[config.mk]
export PLATFORM = sky130hd
export DESIGN_NAME = ibt_seq
export DESIGN_NICKNAME = d
export VERILOG_FILES = /design/src/rtl/ibt_pkg.sv /design/src/rtl/ibt_cfg.sv /design/src/rtl/ibt_addr_ctr.sv /design/src/rtl/ibt_gap_timer.sv /design/src/rtl/ibt_seq.sv
export SDC_FILE = /design/constraint.sdc
export NUM_CORES = 1
export LEC_CHECK = 0
export ABC_AREA = 1
export BUFFER_PORTS_ARGS = -buffer_cell sky130_fd_sc_hd__buf_2
export CORE_MARGIN = 2
export CORE_UTILIZATION = 55
export CTS_CLUSTER_SIZE = 28
export DETAILED_ROUTE_END_ITERATION = 10
export GPL_ROUTABILITY_DRIVEN = 0
export GPL_TIMING_DRIVEN = 0
export PLACE_DENSITY_LB_ADDON = 0.25
export SETUP_SLACK_MARGIN = 0.4
export SLEW_MARGIN = 15
export SYNTH_ARGS = -nofsm -noshare
export SYNTH_HDL_FRONTEND = slang
export SYNTH_SLANG_ARGS = --single-unit
[constraint.sdc]
create_clock -name clk -period 2.9 [get_ports clk]
set_input_delay 0.58 -clock clk [delete_from_list [all_inputs] [get_ports clk]]
set_output_delay 0.58 -clock clk [all_outputs]
set_load 0.005 [all_outputs]
[src/rtl/ibt_pkg.sv]
package ibt_pkg;

    typedef enum logic [2:0] {
        S_IDLE,
        S_REQ,
        S_BEAT,
        S_GAP,
        S_DONE
    } ibt_state_t;

    localparam logic [2:0] SEL_LEN   = 3'd0;
    localparam logic [2:0] SEL_BURST = 3'd1;
    localparam logic [2:0] SEL_GAP   = 3'd2;
    localparam logic [2:0] SEL_LADDR = 3'd3;
    localparam logic [2:0] SEL_BADDR = 3'd4;
    localparam logic [2:0] SEL_CTRL  = 3'd5;

endpackage

[src/rtl/ibt_cfg.sv]
module ibt_cfg
    import ibt_pkg::*;
#(
    parameter int W   = 16,
    parameter int PGW = 8,
    parameter int BCW = PGW + 1
) (
    input  logic           clk,
    input  logic           rst_n,
    input  logic           wr_en,
    input  logic [2:0]     wr_sel,
    input  logic [W-1:0]   wr_data,
    input  logic           idle,
    output logic [W-1:0]   len_o,
    output logic [BCW-1:0] lim_o,
    output logic [W-1:0]   gap_o,
    output logic           dir_o,
    output logic           go_o,
    output logic           ld_lcl_o,
    output logic           ld_bus_o
);

    logic           acc;
    logic [W-1:0]   len_q;
    logic [PGW-1:0] bst_q;
    logic [W-1:0]   gap_q;
    logic           dir_q;

    // writes only land while idle
    assign acc = wr_en && idle;

    always_ff @(posedge clk or negedge rst_n) begin
        if (!rst_n) begin
            len_q <= '0;
            bst_q <= '0;
            gap_q <= '0;
            dir_q <= 1'b0;
        end else if (acc) begin
            case (wr_sel)
                SEL_LEN:   len_q <= wr_data;
                SEL_BURST: bst_q <= wr_data[PGW-1:0];
                SEL_GAP:   gap_q <= wr_data;
                SEL_CTRL:  dir_q <= wr_data[1];
                default: ;
            endcase
        end
    end

    assign len_o    = len_q;
    assign gap_o    = gap_q;
    assign dir_o    = dir_q;
    assign lim_o    = (bst_q == '0) ? (BCW'(1) << PGW) : BCW'(bst_q);
    assign go_o     = acc && (wr_sel == SEL_CTRL) && wr_data[0];
    assign ld_lcl_o = acc && (wr_sel == SEL_LADDR);
    assign ld_bus_o = acc && (wr_sel == SEL_BADDR);

    AST_CFG_FROZEN: assert property (@(posedge clk) disable iff (!rst_n)
        !idle |=> ($stable(len_q) && $stable(bst_q) && $stable(gap_q)));

endmodule

[src/rtl/ibt_addr_ctr.sv]
module ibt_addr_ctr #(
    parameter int W   = 16,
    parameter int PGW = 8
) (
    input  logic         clk,
    input  logic         rst_n,
    input  logic         ld,
    input  logic [W-1:0] ld_val,
    input  logic         inc,
    output logic [W-1:0] addr_o
);

    localparam int UPW = W - PGW;

    logic [PGW-1:0] low_q;
    logic [UPW-1:0] page_q;

    always_ff @(posedge clk or negedge rst_n) begin
        if (!rst_n) begin
            low_q  <= '0;
            page_q <= '0;
        end else if (ld) begin
            {page_q, low_q} <= ld_val;
        end else if (inc) begin
            low_q <= low_q + PGW'(1);
            if (&low_q) page_q <= page_q + UPW'(1);
        end
    end

    assign addr_o = {page_q, low_q};

endmodule

[src/rtl/ibt_gap_timer.sv]
module ibt_gap_timer #(
    parameter int W = 16
) (
    input  logic         clk,
    input  logic         rst_n,
    input  logic         load,
    input  logic [W-1:0] period,
    input  logic         run,
    output logic         expired
);

    logic [W-1:0] cnt_q;

    always_ff @(posedge clk or negedge rst_n) begin
        if (!rst_n) begin
            cnt_q <= '0;
        end else if (load) begin
            cnt_q <= period;
        end else if (run && (cnt_q != '0)) begin
            cnt_q <= cnt_q - W'(1);
        end
    end

    assign expired = (cnt_q == '0);

    AST_GAP_BOUND: assert property (@(posedge clk) disable iff (!rst_n)
        run |-> (cnt_q <= period));

endmodule

[src/rtl/ibt_seq.sv]
module ibt_seq
    import ibt_pkg::*;
#(
    parameter int W = 16
) (
    input  logic         clk,
    input  logic         rst_n,
    input  logic         wr_en,
    input  logic [2:0]   wr_sel,
    input  logic [W-1:0] wr_data,
    output logic         bus_req,
    input  logic         bus_gnt,
    output logic         bus_stb,
    output logic [W-1:0] bus_addr,
    output logic         lcl_rd,
    output logic         lcl_wr,
    output logic [W-1:0] lcl_addr,
    input  logic         xfer_ack,
    input  logic         xfer_err,
    output logic         lcl_free,
    output logic         busy,
    output logic         err,
    output logic         done_irq
);

    localparam int PGW = 8;
    localparam int BCW = PGW + 1;

    ibt_state_t     state_q, state_d;
    logic [W-1:0]   len_w, gap_w, rem_q;
    logic [BCW-1:0] lim_w, beats_q;
    logic           dir_w, go_w, ld_lcl_w, ld_bus_w;
    logic           beat_done, last_beat, brk, bus_wrap, gap_expired, err_q;

    ibt_cfg #(.W(W), .PGW(PGW), .BCW(BCW)) u_cfg (
        .clk      (clk),
        .rst_n    (rst_n),
        .wr_en    (wr_en),
        .wr_sel   (wr_sel),
        .wr_data  (wr_data),
        .idle     (state_q == S_IDLE),
        .len_o    (len_w),
        .lim_o    (lim_w),
        .gap_o    (gap_w),
        .dir_o    (dir_w),
        .go_o     (go_w),
        .ld_lcl_o (ld_lcl_w),
        .ld_bus_o (ld_bus_w)
    );

    ibt_addr_ctr #(.W(W), .PGW(PGW)) u_lcl_ctr (
        .clk    (clk),
        .rst_n  (rst_n),
        .ld     (ld_lcl_w),
        .ld_val (wr_data),
        .inc    (beat_done),
        .addr_o (lcl_addr)
    );

    ibt_addr_ctr #(.W(W), .PGW(PGW)) u_bus_ctr (
        .clk    (clk),
        .rst_n  (rst_n),
        .ld     (ld_bus_w),
        .ld_val (wr_data),
        .inc    (beat_done),
        .addr_o (bus_addr)
    );

    ibt_gap_timer #(.W(W)) u_gap (
        .clk     (clk),
        .rst_n   (rst_n),
        .load    ((state_q == S_BEAT) && (state_d == S_GAP)),
        .period  (gap_w),
        .run     (state_q == S_GAP),
        .expired (gap_expired)
    );

    assign beat_done = (state_q == S_BEAT) && xfer_ack && !xfer_err;
    assign last_beat = (rem_q == W'(1));
    assign bus_wrap  = (bus_addr[PGW-1:0] == '1);
    assign brk       = (BCW'(beats_q + BCW'(1)) == lim_w) || bus_wrap;

    // state register
    always_ff @(posedge clk or negedge rst_n) begin
        if (!rst_n) state_q <= S_IDLE;
        else        state_q <= state_d;
    end

    // next state
    always_comb begin
        state_d = state_q;
        unique case (state_q)
            S_IDLE: if (go_w) state_d = (len_w == '0) ? S_DONE : S_REQ; // START / EMPTY
            S_REQ:  if (bus_gnt) state_d = S_BEAT;                      // GRANT
            S_BEAT: begin
                if (xfer_err)       state_d = S_DONE;                   // ABORT
                else if (xfer_ack) begin
                    if (last_beat)  state_d = S_DONE;                   // LAST
                    else if (brk)   state_d = S_GAP;                    // BREAK
                    else            state_d = S_BEAT;                   // NEXT
                end
            end
            S_GAP:  if (gap_expired) state_d = S_REQ;                   // RESUME
            S_DONE: state_d = S_IDLE;                                   // RETIRE
            default: state_d = S_IDLE;
        endcase
    end

    // datapath counters and error flag
    always_ff @(posedge clk or negedge rst_n) begin
        if (!rst_n) begin
            rem_q   <= '0;
            beats_q <= '0;
            err_q   <= 1'b0;
        end else begin
            if (go_w) begin
                rem_q <= len_w;
                err_q <= 1'b0;
            end else if (beat_done) begin
                rem_q <= rem_q - W'(1);
            end
            if (state_q == S_REQ)  beats_q <= '0;
            else if (beat_done)    beats_q <= beats_q + BCW'(1);
            if ((state_q == S_BEAT) && xfer_err) err_q <= 1'b1;
        end
    end

    // outputs
    always_comb begin
        bus_req  = 1'b0;
        bus_stb  = 1'b0;
        lcl_rd   = 1'b0;
        lcl_wr   = 1'b0;
        lcl_free = 1'b0;
        busy     = 1'b0;
        done_irq = 1'b0;
        unique case (state_q)
            S_IDLE: lcl_free = 1'b1;
            S_REQ: begin
                bus_req = 1'b1;
                busy    = 1'b1;
            end
            S_BEAT: begin
                bus_req = 1'b1;
                bus_stb = 1'b1;
                lcl_rd  = dir_w;
                lcl_wr  = !dir_w;
                busy    = 1'b1;
            end
            S_GAP: begin
                lcl_free = 1'b1;
                busy     = 1'b1;
            end
            S_DONE: done_irq = 1'b1;
            default: ;
        endcase
    end

    assign err = err_q;

    AST_STB_HAS_BUS: assert property (@(posedge clk) disable iff (!rst_n)
        bus_stb |-> bus_req);
    AST_BURST_LIMIT: assert property (@(posedge clk) disable iff (!rst_n)
        bus_stb |-> (beats_q < lim_w));
    AST_PAGE_HELD: assert property (@(posedge clk) disable iff (!rst_n)
        (bus_stb && $past(bus_stb)) |-> (bus_addr[W-1:PGW] == $past(bus_addr[W-1:PGW])));
    AST_GAP_ADDR_HOLD: assert property (@(posedge clk) disable iff (!rst_n)
        ((state_q == S_GAP) && ($past(state_q) == S_GAP)) |-> ($stable(bus_addr) && $stable(lcl_addr)));
    AST_ONE_DIR: assert property (@(posedge clk) disable iff (!rst_n)
        !(lcl_rd && lcl_wr));
    AST_IRQ_PULSE: assert property (@(posedge clk) disable iff (!rst_n)
        done_irq |=> !done_irq);
    AST_ERR_STOPS: assert property (@(posedge clk) disable iff (!rst_n)
        $rose(err) |-> (!bus_stb && !bus_req));

endmodule

==> out/results.ini <==
[logic_synthesis]
synthXorXnorAreaFrac_pct = 5.67
ys_seq_elements = 118
synth_cell_types = 37
synth_edf_count = 0
muxShareOfSynthArea_pct = 0.520
synth_seq_area_share_pct = 45.5
synth_top_family_by_area = simple AND/OR/NAND/NOR gates
synth-adder-area-share_pct = 1.73
async_reset_ff_share_pct = 100
synth-compound-area-share_pct = 10.4
syn_nets = 875
synth_cells = 841
synthSimpleGateAreaFrac_pct = 28.4
synth_warnings = 0
synth_ff_type = dfrtp_1
synth_area_per_cell_um2 = 7.72
netlist_area_mm2 = 0.00649

[layout]
finalNonFillerCells = 1081
final_nets = 959
final_common_cell = nand2_1
drive_gt1_share_pct = 13.8
antenna_cells = 0
utilization_pct = 65.8
fillerInstances = 999
synthToLayoutAreaGrowth_pct = 16.2
final_cell_mix = 225 x nand2_1, 118 x dfrtp_1, 98 x inv_1, 86 x nor2_1, 74 x nand3_1

[route]
vias = 6002
ant_nets = 0
wire_per_inst_um = 16.0
drcViolationCount = 0
dr.pass1.iters = 7
drt_wl_total_mm = 17.3
vias_per_cell = 5.55
drt_iter0_drc = 561

[floorplanning]
die_y_um = 113
die_area_mm2 = 0.0127
core_area_mm2 = 0.0115
initial_utilization_pct = 56.6
rows = 39
pin_count = 65
die_width_um = 113

[global_route]
antenna_found_initial = 0
met3_usage_pct = 6.53
grt_max_degree = 81
grt_util_met2_pct = 46.5
grt_pass1_wl_mm = 28.8
grt.busiest_layer = met2
overflow = 0
grt_usage_pct = 28.8
grt_use_met1_pct = 38.4
grt_pass1_vias = 5910

[cts]
htree_levels = 4
hold_buffers = 0
numCtsBuffers = 17
insertion_delay_ns = 0.42
clkSinkCount = 118
cts_root_buffer = clkbuf_16
clock_path_buffers = 2
cts_resized = 0
cts_tree = done
cts_setup_buffers = 0
cts.clk_slew.worst_paths_ns = 0.05

[sta]
rsz0062_at_grt = no
slew_headroom_pct = 60.8
min_period_ns = 2.27
hold_violations = 0
skew_ns = 0.00476
finalMaxSlewViolations = 0
setup_viol = 0
worst_slew_pin_slew_ns = 0.587
fin_crit_sh_pct = 78.2
fmax_mhz = 441

[worst_setup_path]
cp_max_fo = 10
start_kind = flip-flop
path_class = flip-flop to flip-flop
cp.required_ns = 3.21
cp-end-kind = flip-flop
arrival_ns = 2.58

[place]
portBuffers = 64
dp_hpwl_mm = 12.4
dp_cells = 1049

[power]
p_leak_nw = 3.66
power.density_mw_per_mm2 = 899
ir_worst_vdd_mv = 0.645

[outcome]
status = complete, no violations

[hold_path]
hp-class = primary input to async pin

[job]
cap_violations = 0

synthesized netlist by cell type (2+ instances only):
master	instances	share of area (%)
o221ai_1	17	2.3
and3_1	2	0.19
nor4_1	5	0.48
xnor2_1	16	2.2
ha_1	9	1.7
mux2_2	3	0.52
o211ai_1	6	0.69
nand2_2	3	0.29
nand4_1	12	1.2
nor3_1	8	0.62
a22oi_1	3	0.35
inv_1	98	5.7
nand2_4	2	0.35
o22ai_1	6	0.58
inv_2	3	0.17
dfrtp_1	118	45
or2_2	2	0.19
o311ai_0	2	0.27
buf_2	10	0.77
nand3_2	2	0.31
clkbuf_1	12	0.69
o21ai_0	52	4.0
nand3_1	74	5.7
xor2_1	26	3.5
nor2_2	4	0.39
nand2_1	225	13
a21oi_1	24	1.9
buf_6	2	0.35
nor2_1	86	5.0
nor3_2	2	0.31
final cells by class:
type,instances,area (µm²),share of cell area [%]
Timing Repair Buffer,65,354,4.69
Inverter,101,379,5.02
Clock inverter,9,53.8,0.713
Clock buffer,23,468,6.20
Sequential cell,118,2950,39.1
Multi-Input combinational cell,597,3040,40.2
Buffer,25,125,1.66
Tap cell,143,179,2.37
critical path: stages, from the launching register on:
cell,delay (ns)
dfrtp_1,0.46
ha_1,0.27
nand3_1,0.12
o21ai_1,0.18
nand2_1,0.11
nand2_1,0.07
nand2_1,0.04
nor2_1,0.17
nand3_2,0.15
nand2_4,0.15
buf_4,0.18
nand3_1,0.11
nand2_1,0.10
nand2_1,0.05
stage by stage:
stage	setup TNS, ns	instance area, µm²	hold slack, ns	setup slack (ns)	total power (W)
floorplan	0	6490	0.284	1.07	0.00416
global placement	-35.56	6990	0.467	-0.312	0.00481
detailed placement	0	7030	0.485	0.698	0.00488
CTS	0	7550	0.0837	0.677	0.00678
global route	0	7550	0.103	0.492	0.00723
finish	0	7550	0.0690	0.633	0.00678
metal layers:
layer	vias to the layer above	routed length, µm
met2	161	8320
met3	40	918
met5	-	0
met4	0	422
met1	2895	7600
li1	2906	-
kinds of logic after synthesis:
kind of cell	after synthesis
AOI/OAI and AO/OA	113
xor gates and xnor gates	42
adders and majority gates	9
buffers and inverters	126
DFF	118
muxes	3
and+or+nand+nor	430
where the power goes:
group	switching [W]	internal, W	total (W)	leakage (nW)
clock network	0.000743	0.00113	0.00187	0.256
logic	0.00113	0.000852	0.00198	1.97
registers	0.000619	0.00231	0.00293	1.43
flip-flops by register name, summed over array words and instances (netlist names):
name              count
beats_q               9
u_lcl_ctr.low_q       8
u_lcl_ctr.page_q      8
err                   1
state_q               3
u_gap.cnt_q          16
u_cfg.len_o          16
u_cfg.dir_o           1
rem_q                16
u_bus_ctr.low_q       8
u_cfg.bst_q           8
u_bus_ctr.page_q      8
u_cfg.gap_o          16
worst paths after layout:
check	from	to	slack [ns]	cells past startpoint
max	beats_q[0]	u_gap.cnt_q[9]	0.63	13
min	rst_n	u_gap.cnt_q[1]	0.07	1
max reg2reg	beats_q[0]	u_gap.cnt_q[9]	0.63	13
min reg2reg	err	err	0.50	2
max in group asynchronous	rst_n	u_cfg.gap_o[0]	2.12	2
min in group clk	wr_data[10]	u_cfg.gap_o[10]	0.45	3
Note: power is estimated with default switching activity, not from simulation.
